<file path="src/rtl/flash_poll_pkg.sv">
// Shared types and helpers for the flash completion poller.
// Assumes byte-granular lanes and widths that are powers of two up to 8 bytes.
package flash_poll_pkg;

    typedef enum logic [1:0] {
        ST_IDLE  = 2'd0,
        ST_PRIME = 2'd1,
        ST_POLL  = 2'd2
    } poll_state_t;

    // Decode a width select into bytes, limited to the bus capacity.
    function automatic logic [3:0] sel_to_bytes(input logic [1:0] sel, input int unsigned cap);
        logic [3:0] w;
        w = 4'd1 << sel;
        if (int'(w) > int'(cap)) w = cap[3:0];
        return w;
    endfunction

    // Index of the lowest byte of the lane holding byte idx.
    function automatic int lane_base(input int idx, input logic [3:0] cw);
        return idx & ~(int'(cw) - 1);
    endfunction

endpackage

</file>
<file path="src/rtl/flash_poll_lanes.sv">
// Combinational evaluation of one judged read across all chip lanes.
// Produces match, stall and timeout flags plus the surviving compare mask.
// Assumes chip_bytes is a power of two no larger than BUS_BYTES.
module flash_poll_lanes
    import flash_poll_pkg::*;
#(
    parameter int BUS_BYTES = 4
) (
    input  logic [8*BUS_BYTES-1:0] rd_data,
    input  logic [8*BUS_BYTES-1:0] last_data,
    input  logic [8*BUS_BYTES-1:0] exp_data,
    input  logic [BUS_BYTES-1:0]   live,
    input  logic [3:0]             chip_bytes,
    input  logic [7:0]             tmo_mask,
    output logic                   is_match,
    output logic                   is_stall,
    output logic                   is_tmo,
    output logic [BUS_BYTES-1:0]   next_live
);
    localparam int DW = 8 * BUS_BYTES;

    logic [DW-1:0]        bit_live;
    logic [BUS_BYTES-1:0] byte_eq;
    logic [BUS_BYTES-1:0] lane_tmo;

    generate
        for (genvar b = 0; b < BUS_BYTES; b++) begin : g_byte
            logic tmo_b;
            logic keep_b;

            assign bit_live[8*b +: 8] = {8{live[b]}};
            assign byte_eq[b]         = (rd_data[8*b +: 8] == exp_data[8*b +: 8]);

            // Lane-level verdict for the lane that owns byte b.
            always_comb begin : lane_eval
                int   base;
                logic all_eq;
                logic any_live;
                base     = lane_base(b, chip_bytes);
                all_eq   = 1'b1;
                any_live = 1'b0;
                for (int j = 0; j < BUS_BYTES; j++) begin
                    if (lane_base(j, chip_bytes) == base) begin
                        all_eq   = all_eq & byte_eq[j];
                        any_live = any_live | live[j];
                    end
                end
                tmo_b  = any_live && (|(rd_data[8*base +: 8] & tmo_mask));
                keep_b = live[b] && !all_eq;
            end

            assign lane_tmo[b]  = tmo_b;
            assign next_live[b] = keep_b;
        end
    endgenerate

    // Whole-bus flags under the current compare mask.
    assign is_match = (((rd_data ^ exp_data) & bit_live) == '0);
    assign is_stall = (((rd_data ^ last_data) & bit_live) == '0);
    assign is_tmo   = |lane_tmo;

endmodule

</file>
<file path="src/rtl/flash_poll_budget.sv">
// Counts judged reads in a run and flags the last one allowed.
// Assumes LIMIT >= 1 and that the run ends no later than the flagged read.
module flash_poll_budget #(
    parameter int LIMIT = 4096
) (
    input  logic clk,
    input  logic rst_n,
    input  logic clear,
    input  logic step,
    output logic at_limit
);
    localparam int CW = $clog2(LIMIT + 1);
    localparam logic [CW-1:0] LAST = CW'(LIMIT - 1);

    logic [CW-1:0] cnt_q;

    // Judged-read counter, restarted with each run.
    always_ff @(posedge clk) begin
        if (!rst_n)      cnt_q <= '0;
        else if (clear)  cnt_q <= '0;
        else if (step)   cnt_q <= cnt_q + 1'b1;
    end

    assign at_limit = (cnt_q == LAST);

endmodule

</file>
<file path="src/rtl/flash_poll_seq.sv">
// Run sequencer: idle, priming read, judged reads, and the result registers.
// Assumes the lane flags are valid in any cycle where a judged read completes.
module flash_poll_seq
    import flash_poll_pkg::*;
(
    input  logic clk,
    input  logic rst_n,
    input  logic start,
    input  logic rd_ack,
    input  logic is_match,
    input  logic is_stall,
    input  logic is_tmo,
    input  logic budget_last,
    output logic load_cfg,
    output logic prime_take,
    output logic judge_take,
    output logic busy,
    output logic done,
    output logic pass
);
    poll_state_t state_q;
    logic        finish;

    assign busy       = (state_q != ST_IDLE);
    assign load_cfg   = (state_q == ST_IDLE) && start;
    assign prime_take = (state_q == ST_PRIME) && rd_ack;
    assign judge_take = (state_q == ST_POLL) && rd_ack;
    assign finish     = judge_take && (is_match || is_stall || is_tmo || budget_last);

    // State progression and end-of-run result.
    always_ff @(posedge clk) begin
        if (!rst_n) begin
            state_q <= ST_IDLE;
            done    <= 1'b0;
            pass    <= 1'b0;
        end else begin
            done <= finish;
            case (state_q)
                ST_IDLE: if (start) begin
                    state_q <= ST_PRIME;
                    pass    <= 1'b0;
                end
                ST_PRIME: if (rd_ack) state_q <= ST_POLL;
                ST_POLL: if (finish) begin
                    state_q <= ST_IDLE;
                    pass    <= is_match;
                end
                default: state_q <= ST_IDLE;
            endcase
        end
    end

endmodule

</file>
<file path="src/rtl/flash_poll_top.sv">
// Flash completion poller top: holds the run configuration, the previous read
// and the live-lane mask, and ties together lane evaluation, budget and sequencer.
// Assumes BUS_BYTES is 1, 2, 4 or 8.
module flash_poll_top
    import flash_poll_pkg::*;
#(
    parameter int ADDR_W    = 24,
    parameter int BUS_BYTES = 4,
    parameter int MAX_POLLS = 4096
) (
    input  logic                   clk,
    input  logic                   rst_n,
    input  logic                   start,
    input  logic [ADDR_W-1:0]      poll_addr,
    input  logic [8*BUS_BYTES-1:0] expect_word,
    input  logic [1:0]             bus_width_sel,
    input  logic [1:0]             chip_width_sel,
    input  logic [7:0]             tmo_mask,
    output logic                   rd_req,
    output logic [ADDR_W-1:0]      rd_addr,
    input  logic                   rd_ack,
    input  logic [8*BUS_BYTES-1:0] rd_data,
    output logic                   busy,
    output logic                   done,
    output logic                   pass
);
    localparam int DW = 8 * BUS_BYTES;

    logic [ADDR_W-1:0]    addr_q;
    logic [DW-1:0]        exp_q;
    logic [DW-1:0]        last_q;
    logic [3:0]           chip_q;
    logic [7:0]           tmo_q;
    logic [BUS_BYTES-1:0] live_q;

    logic [3:0]           bus_b;
    logic [3:0]           chip_b;
    logic [BUS_BYTES-1:0] live_init;
    logic [BUS_BYTES-1:0] next_live;
    logic                 is_match, is_stall, is_tmo, budget_last;
    logic                 load_cfg, prime_take, judge_take;

    // Decode widths; a chip lane never exceeds the bus.
    always_comb begin
        bus_b  = sel_to_bytes(bus_width_sel, BUS_BYTES);
        chip_b = sel_to_bytes(chip_width_sel, BUS_BYTES);
        if (chip_b > bus_b) chip_b = bus_b;
    end

    generate
        for (genvar b = 0; b < BUS_BYTES; b++) begin : g_init
            assign live_init[b] = (b < int'(bus_b));
        end
    endgenerate

    // Run configuration, previous read and surviving lanes.
    always_ff @(posedge clk) begin
        if (!rst_n) begin
            addr_q <= '0;
            exp_q  <= '0;
            last_q <= '0;
            chip_q <= 4'd1;
            tmo_q  <= '0;
            live_q <= '0;
        end else if (load_cfg) begin
            addr_q <= poll_addr;
            exp_q  <= expect_word;
            chip_q <= chip_b;
            tmo_q  <= tmo_mask;
            live_q <= live_init;
        end else if (prime_take) begin
            last_q <= rd_data;
        end else if (judge_take) begin
            last_q <= rd_data;
            live_q <= next_live;
        end
    end

    flash_poll_lanes #(.BUS_BYTES(BUS_BYTES)) lanes_i (
        .rd_data    (rd_data),
        .last_data  (last_q),
        .exp_data   (exp_q),
        .live       (live_q),
        .chip_bytes (chip_q),
        .tmo_mask   (tmo_q),
        .is_match   (is_match),
        .is_stall   (is_stall),
        .is_tmo     (is_tmo),
        .next_live  (next_live)
    );

    flash_poll_budget #(.LIMIT(MAX_POLLS)) budget_i (
        .clk      (clk),
        .rst_n    (rst_n),
        .clear    (load_cfg),
        .step     (judge_take),
        .at_limit (budget_last)
    );

    flash_poll_seq seq_i (
        .clk         (clk),
        .rst_n       (rst_n),
        .start       (start),
        .rd_ack      (rd_ack),
        .is_match    (is_match),
        .is_stall    (is_stall),
        .is_tmo      (is_tmo),
        .budget_last (budget_last),
        .load_cfg    (load_cfg),
        .prime_take  (prime_take),
        .judge_take  (judge_take),
        .busy        (busy),
        .done        (done),
        .pass        (pass)
    );

    assign rd_req  = busy;
    assign rd_addr = addr_q;

endmodule

</file>
<file path="config.mk">
export PLATFORM = sky130hd
export DESIGN_NAME = flash_poll_top
export DESIGN_NICKNAME = d
export VERILOG_FILES = /design/src/rtl/flash_poll_pkg.sv /design/src/rtl/flash_poll_lanes.sv /design/src/rtl/flash_poll_budget.sv /design/src/rtl/flash_poll_seq.sv /design/src/rtl/flash_poll_top.sv
export SDC_FILE = /design/constraint.sdc
export NUM_CORES = 1
export LEC_CHECK = 0
export BUFFER_PORTS_ARGS = -buffer_cell sky130_fd_sc_hd__buf_2
export CAP_MARGIN = 20
export CORE_UTILIZATION = 55
export CTS_CLUSTER_DIAMETER = 150
export DETAILED_ROUTE_END_ITERATION = 8
export PLACE_DENSITY = 0.9
export SYNTH_ARGS = -nofsm -noshare
export SYNTH_HDL_FRONTEND = slang
export SYNTH_HIERARCHICAL = 1
export SYNTH_SLANG_ARGS = --single-unit
</file>
<file path="constraint.sdc">
create_clock -name clk -period 3 [get_ports clk]
set_clock_uncertainty 0.15 [all_clocks]
set_input_delay 0.45 -clock clk [delete_from_list [all_inputs] [get_ports clk]]
set_output_delay 0.45 -clock clk [all_outputs]
set_load 0.02 [all_outputs]
</file>
Word level (Yosys, flattened, before mapping)
Cells that the tools add are included.
Widths: inputs -> output; s select.

word-level totals
  flip-flop bits (word level) = 119
  input bits = 104

operators by class
  shifts and indexed selects = 5
  bitwise operators = 35
  reduce and logical (&&, ||, !) cells = 39
  magnitude comparators = 7
  $add $sub $neg = 2
  mux-type cells = 39
  eq/ne operators = 13

operators with widths
  cell                   count
  $logic_not 32->1       5
  $and 32x32->32         2
  $mux 32                2
  $shiftx 32x6->8        2
  $xor 32x32->32         2
  $and 8x8->8            4
  $eq 8x8->1             4
  $reduce_or 8->1        4
  $shiftx 32x5->8        1
  $mux 1                 26
  $mux 4                 5
  $add 13x1->13 const B  1
  $eq 13x12->1 const B   1
  $and 1x1->1            12
  $logic_and 1x1->1      12
  $or 1x1->1             12
  $gt 4x3->1 const B     2
  $lt 1x4->1 const A     2
  $lt 2x4->1 const A     2
  $mux 2                 4
  $reduce_bool 2->1      4
  $shl 1x2->4 const A    2
  $pmux 2 s3             1
  $reduce_and 3->1       2
  other kinds (16)       26

Logic depth before layout (Yosys ltp)
Gate-level depths: netlist of run 1.

  depth after elaboration = 16
  gate-level depth with buffers = 12
  mapped depth without buffers = 9

By module
The synthesis of run 1 kept the hierarchy.

modules (own cells, without submodules)
  module             instances  cells an instance  sequential area each (µm²)  area each (µm²)
  flash_poll_top     1          402                2082.0                      4076.4
  flash_poll_lanes   1          161                0.0                         1305.0
  flash_poll_budget  1          71                 260.2                       648.1
  flash_poll_seq     1          20                 80.1                        195.2

Worst setup path after synthesis of run 1
Ideal clock, no wire load.

  path kind = register to register
  from = reg chip_q[0]
  to = reg seq_i.pass
  path buffers = 3
  cell stages (with the launch flop) = 13
  slack = 0.456 ns
  period minus slack after synthesis = 2.544 ns
  arrival = 2.335 ns
  setup time = 0.059 ns
  path through = dfxtp_1 -> buf_6 -> buf_12 -> inv_2 -> ha_1 -> buf_4 -> o21ai_0 -> a221o_1 -> o211ai_1 -> nand4_1 -> or4_4 -> a211oi_2 -> a31o_1

on the way
  word-level cells in the longest chain between the ends = 16
  elaborated cells between the ends (all ways) = 49
  those cells by class = add/sub (1); eq/ne (3); shift (3); mux (12); bitwise (15); reduce/logical (15)

RTL lines
  item                                         RTL line                                        text
  start: declaration                           flash_poll_top.sv:32                            logic [3:0] chip_q;
  start signal: assignment                     flash_poll_top.sv:68                            chip_q <= chip_b;
  $sub 2x1->2 *                                n/a
  $not 2->2 *                                  n/a
  $logic_not 32->1                             flash_poll_lanes.sv:43                          if (lane_base(j, chip_bytes) == base) begin
  $mux 1                                       flash_poll_lanes.sv:43
  $or 1x1->1                                   flash_poll_lanes.sv:45                          any_live = any_live | live[j];
  $mux 1 / $or 1x1->1 (equally long branches)  flash_poll_lanes.sv:43, flash_poll_lanes.sv:45
  $or 1x1->1 / $mux 1 (equally long branches)  flash_poll_lanes.sv:45, flash_poll_lanes.sv:43
  $mux 1 / $or 1x1->1 (equally long branches)  flash_poll_lanes.sv:43, flash_poll_lanes.sv:45
  $or 1x1->1 / $mux 1 (equally long branches)  flash_poll_lanes.sv:45, flash_poll_lanes.sv:43
  $logic_and 1x1->1                            flash_poll_lanes.sv:48                          tmo_b = any_live && (|(rd_data[8*base +: 8] & tmo_mask));
  $reduce_or 4->1 *                            flash_poll_lanes.sv:60                          assign is_tmo = |lane_tmo;
  via is_tmo                                   flash_poll_top.sv:40                            logic is_match, is_stall, is_tmo, budget_last;
  $logic_or 1x1->1 * (2 in series)             flash_poll_seq.sv:28                            assign finish = judge_take && (is_match || is_stall || is_tmo || budget_last);
  $logic_and 1x1->1 *                          flash_poll_seq.sv:28
  $ne 2x1->1 (no source line) *                n/a
  $reduce_and 3->1 (no source line) *          n/a
  end signal: assignment                       flash_poll_seq.sv:46                            pass <= is_match;
  end: declaration                             flash_poll_seq.sv:19                            output logic pass

Mark *: on every way through the listed nets, which the timed path passes. The rest lies on a longest branch.
A chain may end at the register's enable or synchronous reset.

Worst setup path in the final report of run 1
Ends and elaborated chain as after synthesis.

==> results of run 1 <==
-- final cells by class --
type | count | area (um^2) | share of cell area
clock buffer | 21 | 449 | 0.0601
clock inverter | 11 | 149 | 0.0199
inverter | 14 | 52.6 | 0.00704
multi-input combinational | 478 | 3500 | 0.468
sequential | 119 | 2380 | 0.319
tap | 140 | 175 | 0.0235
timing repair buffer | 142 | 763 | 0.102
-- registers in the layout, indices dropped and copies added, names as in the netlist --
signal / cells
seq_i/state_q: 2
tmo_q: 8
exp_q: 32
rd_addr: 24
live_q: 4
last_q: 32
budget_i/cnt_q: 13
seq_i/done: 1
seq_i/pass: 1
chip_q: 2
-- worst max path at each step --
| stage | startpoint | end | cells past startpoint | slack (ns) |
|---|---|---|---|---|
| 5_1_grt | chip_q[0] | seq_i/pass | 9 | 0.37 |
| 3_5_place_dp | chip_q[0] | seq_i/pass | 9 | 0.54 |
| 2_1_floorplan | chip_q[0] | seq_i/pass | 12 | 0.46 |
| 4_1_cts | chip_q[0] | seq_i/pass | 9 | 0.51 |
| 3_3_place_gp | rd_data[10] | seq_i/pass | 9 | 0.59 |
| 6_report | chip_q[0] | seq_i/pass | 9 | 0.50 |
-- worst register-to-register path: stages, from the launching register on --
cell      delay (ns)
dfxtp_1         0.35
buf_4           0.24
mux2_2          0.39
a22oi_4         0.17
nand4_1         0.10
nand3b_1        0.09
nand4_1         0.10
or4_4           0.52
a211oi_2        0.23
a31o_1          0.12
-- routing by layer --
layer / part of all wire / track usage
met3: 0.066 / 0.0714
met5: 0 / 0
met4: 0.027 / 0.0978
met2: 0.49 / 0.445
met1: 0.42 / 0.308
-- power breakdown --
| group | internal (uW) | switching, uW |
|---|---|---|
| sequential | 1670 | 77.6 |
| combinational | 340 | 372 |
| clock | 1310 | 720 |
-- per-stage QoR --
| step | hold WS, ns | cell area [um^2] |
|---|---|---|
| final | 0.0422 | 7470 |
| after global routing | 0.0322 | 7470 |
| after CTS | 0.0265 | 7470 |
| after detailed placement | 0.308 | 6870 |
| after global placement | 0.293 | 6870 |
| after floorplan | 0.285 | 6160 |
==> results_dict.tcl, run 1 <==
set metrics [dict create \
    cap_violations 0 \
    p_total_uw 4490 \
    cp_common_cell "nand4_1" \
    cts_root_buffer "clkbuf_8" \
    grt_pass1_vias 4989 \
    drc 0 \
    postCtsHoldBufs 0 \
    slew_viol_final 0 \
    hold_viol_final 0 \
    rsz0062_at_grt "no" \
    drive_above_1_share 0.254 \
    arrival_ns 2.80 \
    slowest_stage "or4_4" \
    routed_wl_mm 14.5 \
    dp_hpwl_mm 9.77 \
    worstRegToRegCells 9 \
    crit_type "reg2reg" \
    drt_first_pass_iters 7 \
    start_util 0.566 \
    max_slew.worst_pin.slew_ns 0.568 \
    cts.sinks 119 \
    clk_latency_ns 0.51 \
    antenna_cells 0 \
    synth_area_per_cell_um2 9.50 \
    drt_first_iter_violations 339 \
    crit_required_ns 3.30 \
    fin_crit_ns 2.50 \
    area_growth_pct 21.3 \
    port_buffers 131 \
    synthCells 648 \
    relSlewSlack 0.621 \
    cts_htree_levels 4 \
    vias_per_cell 5.49 \
    finalWorstSetupSlack_ns 0.498 \
    antenna_found_initial 0 \
    die_width_um 108 \
    pre_cts_ws_ns 0.542 \
    hold-path-cell-count 3 \
    avgRoutedWirePerCell_um 15.7 \
    status "completed" \
    gr-total-overflow 0 \
    ir_worst_vdd_uv 406 \
    post_cts_resized 0 \
    ys_warn_count 6 \
    post_cts_buffers 0 \
    critical-path-max-stage-delay_ns 0.52 \
    fillers 832 \
    grt_start_max_net_pins 77 \
    track_usage 0.260 \
    cts_tree "done" \
    vias 5080 \
    die_area_um2 11600 \
    most-common-layout-cells "buf_2 (131), dfxtp_1 (119), nand2_1 (85)" \
    instances_no_fill 925 \
    critPathCaptureType "flop" \
    final_core_util 0.686 \
    fmax_mhz 400 \
    die_h_um 108 \
    setup_viol 0 \
    reg2reg_to "seq_i/pass" \
    ctsLongestPathBuffers 2 \
    core_um2 10900 \
    drtAntennaViolNets 0 \
    worst-path-max-fanout 15 \
    synthesis.nets 758 \
    nets 882 \
    path_cells "buf_4, mux2_2, a22oi_4, nand4_1, nand3b_1, nand4_1, or4_4, a211oi_2, a31o_1" \
    leakagePower_uw 0.00307 \
    hp-start "poll_addr[8]" \
    min_period_over_period 0.834 \
    r2r-start "chip_q[0]" \
    cts_made_buffers 17 \
    powerDensity_nw_per_um2 601 \
    netlist_area_um2 6160 \
    dp_cells 893 \
    worstSetupStartpointType "flop" \
    cp_num_buf_inv 1 \
    reg2reg_slack_ns 0.50 \
    fin_tns_setup_ns 0 \
    ios 132 \
    num_rows 38 \
    cp_top_family "simple AND/OR/NAND/NOR gates" \
    hold_class "in2reg" \
    clk_transition_reported_paths_ns 0.06 \
    grt_pass1_wl_mm 23.5 \
    holdPathEnd "rd_addr[8]" \
    finalWeightedCongestion 0.908 \
    final_common_cell "buf_2" \
]
Power figures use the tool's default switching activity.
==> run 2, diff against run 1 <==
- CORE_UTILIZATION: 55 -> 50
- PLACE_DENSITY: 0.9 -> 0.87
- clock period: 3 -> 2 ns (I/O delays scaled with it)
==> run 2 against run 1 <==
  * Final cell count rose by 12%
  * Cell area rose by 12%
  * Critical path type unchanged
  * Clock-buffer cell count increased by 3
  * Critical endpoint unchanged
  * Via count up 10%
  * Sequential power up 51%
  * The run now ends with setup timing left
  * Register-to-register slack lost 0.84 ns
  * Combinational power grew 83%
==> results_dict.tcl, run 2 (synthesis results as in run 1) <==
set metrics [dict create \
    status "finished with violations" \
    violations "setup timing" \
    cts_htree_levels 4 \
    core_um2 12000 \
    cts_made_buffers 17 \
    leakagePower_uw 0.00358 \
    grt_pass1_wl_mm 27.4 \
    arrival_ns 2.55 \
    num_rows 40 \
    worst-path-max-fanout 7 \
    hold_class "in2reg" \
    cts_tree "done" \
    grt_start_max_net_pins 42 \
    antenna_cells 0 \
    ios 132 \
    clk_transition_reported_paths_ns 0.05 \
    routed_wl_mm 16.8 \
    place_area_um2 7440 \
    final_core_util 0.698 \
    fillers 889 \
    powerDensity_nw_per_um2 799 \
    critPathCaptureType "flop" \
    crit_required_ns 2.21 \
    p_total_uw 6690 \
    grt_pass1_vias 5701 \
    drc 0 \
    rsz0062_at_grt "yes" \
    hold_viol_final 0 \
    crit_type "reg2reg" \
    area_growth_pct 36.1 \
    cap_violations 0 \
    avgRoutedWirePerCell_um 16.3 \
    ir_worst_vdd_uv 638 \
    drt_first_pass_iters 5 \
    die_h_um 113 \
    setup_viol 3 \
    die_area_um2 12800 \
    min_period_over_period 1.17 \
    ctsLongestPathBuffers 2 \
    drtAntennaViolNets 0 \
    instances_no_fill 1033 \
    antenna_found_initial 0 \
    drt_first_iter_violations 268 \
    worstSetupStartpointType "flop" \
    gr-total-overflow 0 \
    final_common_cell "buf_2" \
    track_usage 0.276 \
    reg2reg_slack_ns -0.34 \
    fin_area_um2 8380 \
    nets 987 \
    finalWorstSetupSlack_ns -0.340 \
    drive_above_1_share 0.331 \
    most-common-layout-cells "buf_2 (131), dfxtp_1 (111), nand2_1 (85)" \
    finalWeightedCongestion 0.850 \
    die_width_um 113 \
    clk_latency_ns 0.42 \
    cts.sinks 119 \
    slew_viol_final 0 \
    pre_cts_ws_ns -0.463 \
    vias_per_cell 5.41 \
    dp_cells 970 \
    dp_hpwl_mm 11.2 \
    start_util 0.513 \
    fin_crit_ns 2.34 \
    vias 5589 \
    cts_root_buffer "clkbuf_16" \
    fmax_mhz 427 \
    port_buffers 131 \
]
## run 2: changes by cell type in the layout (fill, tap and decap cells not counted), sizes merged
cell	change
bufinv	-3
clkinv	-1
buf	+77
clkbuf	+3
clkinvlp	-3
dlygate4sd3	+28
## run 2: repair_timing
item / in CTS / in global routing
gates resized for setup: 3 / 22
hold buffers: 28 / 0
endpoints found under the hold margin: 28 / 0
endpoints found under the setup margin: 3 / 30
buffers inserted: 1 / 6
pin swaps: 1 / 14
## run 2: per-stage QoR
stage | setup TNS, ns | hold slack (ns)
3_3_place_gp | -1.61 | 0.294
4_1_cts | -0.747 | 0.000821
5_1_grt | -1.07 | 0.00675
6_report | -0.852 | 0.00182
2_1_floorplan | -1.18 | 0.283
3_5_place_dp | -1.84 | 0.308
## run 2: path summary, 6_finish.rpt
check          startpoint    endpoint  cells after the start
max             chip_q[0]  seq_i/pass                      9
min          poll_addr[8]  rd_addr[8]                      3
max reg2reg     chip_q[0]  seq_i/pass                      9
min reg2reg    last_q[11]  last_q[11]                      2
## run 2: final cells by class
cell class              instances  area, um^2  area share
multi-input cells             478        3570       0.426
clock buffers                  24         512      0.0611
flip-flops and latches        119        2390       0.286
repair buffers                247        1640       0.196
inverters                      14        57.6     0.00687
well taps                     147         184      0.0220
clock inverters                 4        20.0     0.00239
## run 2: critical path: stages, from the launching register on
cell,delay [ns]
dfxtp_4,0.42
buf_6,0.15
mux2_4,0.30
a22oi_2,0.12
nand4_1,0.12
nand3b_1,0.09
nand4_1,0.11
or4_4,0.51
a211oi_2,0.19
a31o_1,0.11
## run 2: per-layer routing
layer	vias to the layer above	GRT usage	share of wire	wire, um
li1	2699	-	-	-
met1	2661	0.311	0.41	6870
met2	177	0.484	0.50	8440
met3	52	0.0557	0.048	806
met4	0	0.164	0.042	698
met5	-	0	0	0
## run 2: report_power, final
group	internal (uW)	switching [uW]	leakage [uW]	total, uW
registers	2510	124	0.000975	2640
clock network	1740	1010	0.000269	2750
logic	678	625	0.00234	1300
total	4930	1760	0.00358	6690
==> run 3, diff against run 2 <==
- CELL_PAD_IN_SITES_DETAIL_PLACEMENT: not set -> 0
- CELL_PAD_IN_SITES_GLOBAL_PLACEMENT: not set -> 2
- CORE_UTILIZATION: 50 -> 30
- PLACE_DENSITY: 0.87 -> 0.86
==> run 3 against run 2 <==
  * The run still ends with setup timing left
  * Register-to-register slack worse by 0.03 ns
  * Total power is 8.9% higher
  * Clock power is 19% higher
  * Final cell count is 15% higher
  * Setup slack worse by 0.035 ns
  * Die area is 65% higher
  * Cell area is 7.4% higher
  * Via count is 4.3% lower
  * Sequential cell count stayed put
  * Worst hold slack better by 0.0028 ns
  * Combinational power is 7% higher
  * Critical path type unchanged
  * Highest routed layer unchanged
==> results_dict.tcl, run 3 (synthesis results as in run 1) <==
set metrics [dict create \
    status "finished with violations" \
    violations "setup timing" \
    drive_above_1_share 0.325 \
    grt_pass1_wl_mm 27.0 \
    powerDensity_nw_per_um2 810 \
    r2r-start "chip_q[0]" \
    multi_input_area_um2 3590 \
    die_width_um 145 \
    path_cells "buf_6, clkinv_4, ha_4, o21ai_2, a221o_1, o211ai_1, nand4_1, or4_4, a211oi_2, a31o_1" \
    use_met2 0.284 \
    port_buffers 131 \
    grt_start_max_net_pins 45 \
    cap_violations 0 \
    holdPathEnd "exp_q[26]" \
    min_period_over_period 1.19 \
    clk_latency_ns 0.42 \
    core_um2 20200 \
    most-common-layout-cells "buf_2 (131), dfxtp_1 (112), nand2_1 (84)" \
    cts_htree_levels 4 \
    cp_top_family "compound AO/OA/AOI/OAI gates" \
    instances_no_fill 1189 \
    finalWorstSetupSlack_ns -0.375 \
    cts_root_buffer "clkbuf_16" \
    drtAntennaViolNets 0 \
    final_common_cell "buf_2" \
    hp-start "expect_word[26]" \
    use_met3 0.0352 \
    die_area_um2 21100 \
    hold_class "in2reg" \
    clk_transition_reported_paths_ns 0.06 \
    cts.sinks 119 \
    fillers 1982 \
    slowest_stage "or4_4" \
    grt_pass1_vias 5304 \
    place_area_um2 7640 \
    arrival_ns 2.59 \
    grtUsageMet1 0.198 \
    fin_area_um2 9000 \
    critical-path-max-stage-delay_ns 0.53 \
    crit_required_ns 2.21 \
    hold-path-cell-count 3 \
    vias_per_cell 4.50 \
    ff_latch_area_um2 2390 \
    leakagePower_uw 0.00374 \
    dp_hpwl_mm 12.2 \
    cp_num_buf_inv 2 \
    worstSetupStartpointType "flop" \
    critPathCaptureType "flop" \
    hold_viol_final 0 \
    antenna_found_initial 0 \
    start_util 0.305 \
    avgRoutedWirePerCell_um 14.1 \
    reg2reg_slack_ns -0.37 \
    drc 0 \
    cts_made_buffers 17 \
    fin_crit_ns 2.37 \
    area_growth_pct 46.1 \
    die_h_um 145 \
    finalWeightedCongestion 0.850 \
    drt_first_iter_violations 236 \
    setup_viol 3 \
    nets 1016 \
    ios 132 \
    num_rows 52 \
    dp_cells 1096 \
    drt_first_pass_iters 4 \
    gr-total-overflow 0 \
    antenna_cells 0 \
    cts_tree "done" \
    worstRegToRegCells 10 \
    slew_viol_final 0 \
    routed_wl_mm 16.7 \
    ctsLongestPathBuffers 2 \
    cp-startpoint "chip_q[0]" \
    rsz0062_at_grt "yes" \
    worst-path-max-fanout 4 \
    track_usage 0.164 \
    vias 5346 \
    reg2reg_to "seq_i/pass" \
    ir_worst_vdd_uv 643 \
    busiest_layer "met2" \
    crit_type "reg2reg" \
    fmax_mhz 421 \
]
-- run 3: changes by cell type in the layout (fill, tap and decap cells not counted), sizes merged --
cell | previous run | this run
dlygate4sd3 | 28 | 57
clkinvlp | 0 | 4
clkbuf | 24 | 21
inv | 14 | 13
bufinv | 0 | 4
-- run 3: where the power goes --
part	internal, uW	switching, uW	total (uW)
sequential	2510	108	2620
combinational	754	640	1390
clock	2150	1130	3280
-- run 3: tightest hold or removal path, cell delays in order --
cell and delay [ns]:
buf_2 0.08, mux2i_1 0.06, nor2b_1 0.10
-- run 3: final cells by class --
class | count | area share
Tap cell | 270 | 0.0376
Multi-Input combinational cell | 478 | 0.399
Timing Repair Buffer | 276 | 0.220
Clock inverter | 11 | 0.0192
Sequential cell | 119 | 0.266
Inverter | 14 | 0.00640
Clock buffer | 21 | 0.0512
-- run 3: worst max-delay path by stage --
stage	cells past startpoint	to	slack [ns]
6_report	10	seq_i/pass	-0.37
5_1_grt	10	seq_i/pass	-0.46
4_1_cts	10	seq_i/pass	-0.37
3_5_place_dp	8	seq_i/pass	-0.50
3_3_place_gp	8	seq_i/pass	-0.47
2_1_floorplan	12	seq_i/pass	-0.45
-- run 3: layer usage --
layer / vias up / wire (um)
li1: 2753 / -
met1: 2478 / 7540
met2: 100 / 8310
met3: 15 / 617
met4: 0 / 248
met5: - / 0
-- run 3: per-stage QoR --
| step | utilization | hold WS [ns] | total power, uW | setup WS [ns] | setup TNS [ns] |
|---|---|---|---|---|---|
| floorplan | - | 0.283 | 3430 | -0.452 | -1.18 |
| finish | 0.446 | 0.00461 | 7290 | -0.375 | -1.02 |
| global placement | 0.379 | 0.293 | 3880 | -0.471 | -2.09 |
| CTS | 0.442 | 0.00294 | 7330 | -0.370 | -0.916 |
| detailed placement | 0.379 | 0.307 | 3890 | -0.499 | -2.18 |
| global route | 0.446 | 0.0135 | 7620 | -0.462 | -1.25 |
-- run 3: what timing repair did --
action | 4_1_cts | 5_1_grt
endpoints found under the setup margin | 4 | 14
buffers inserted | 3 | 2
resized for setup | 11 | 22
pin swaps | 6 | 15
hold buffers | 57 | 0
hold endpoints to repair | 57 | 0
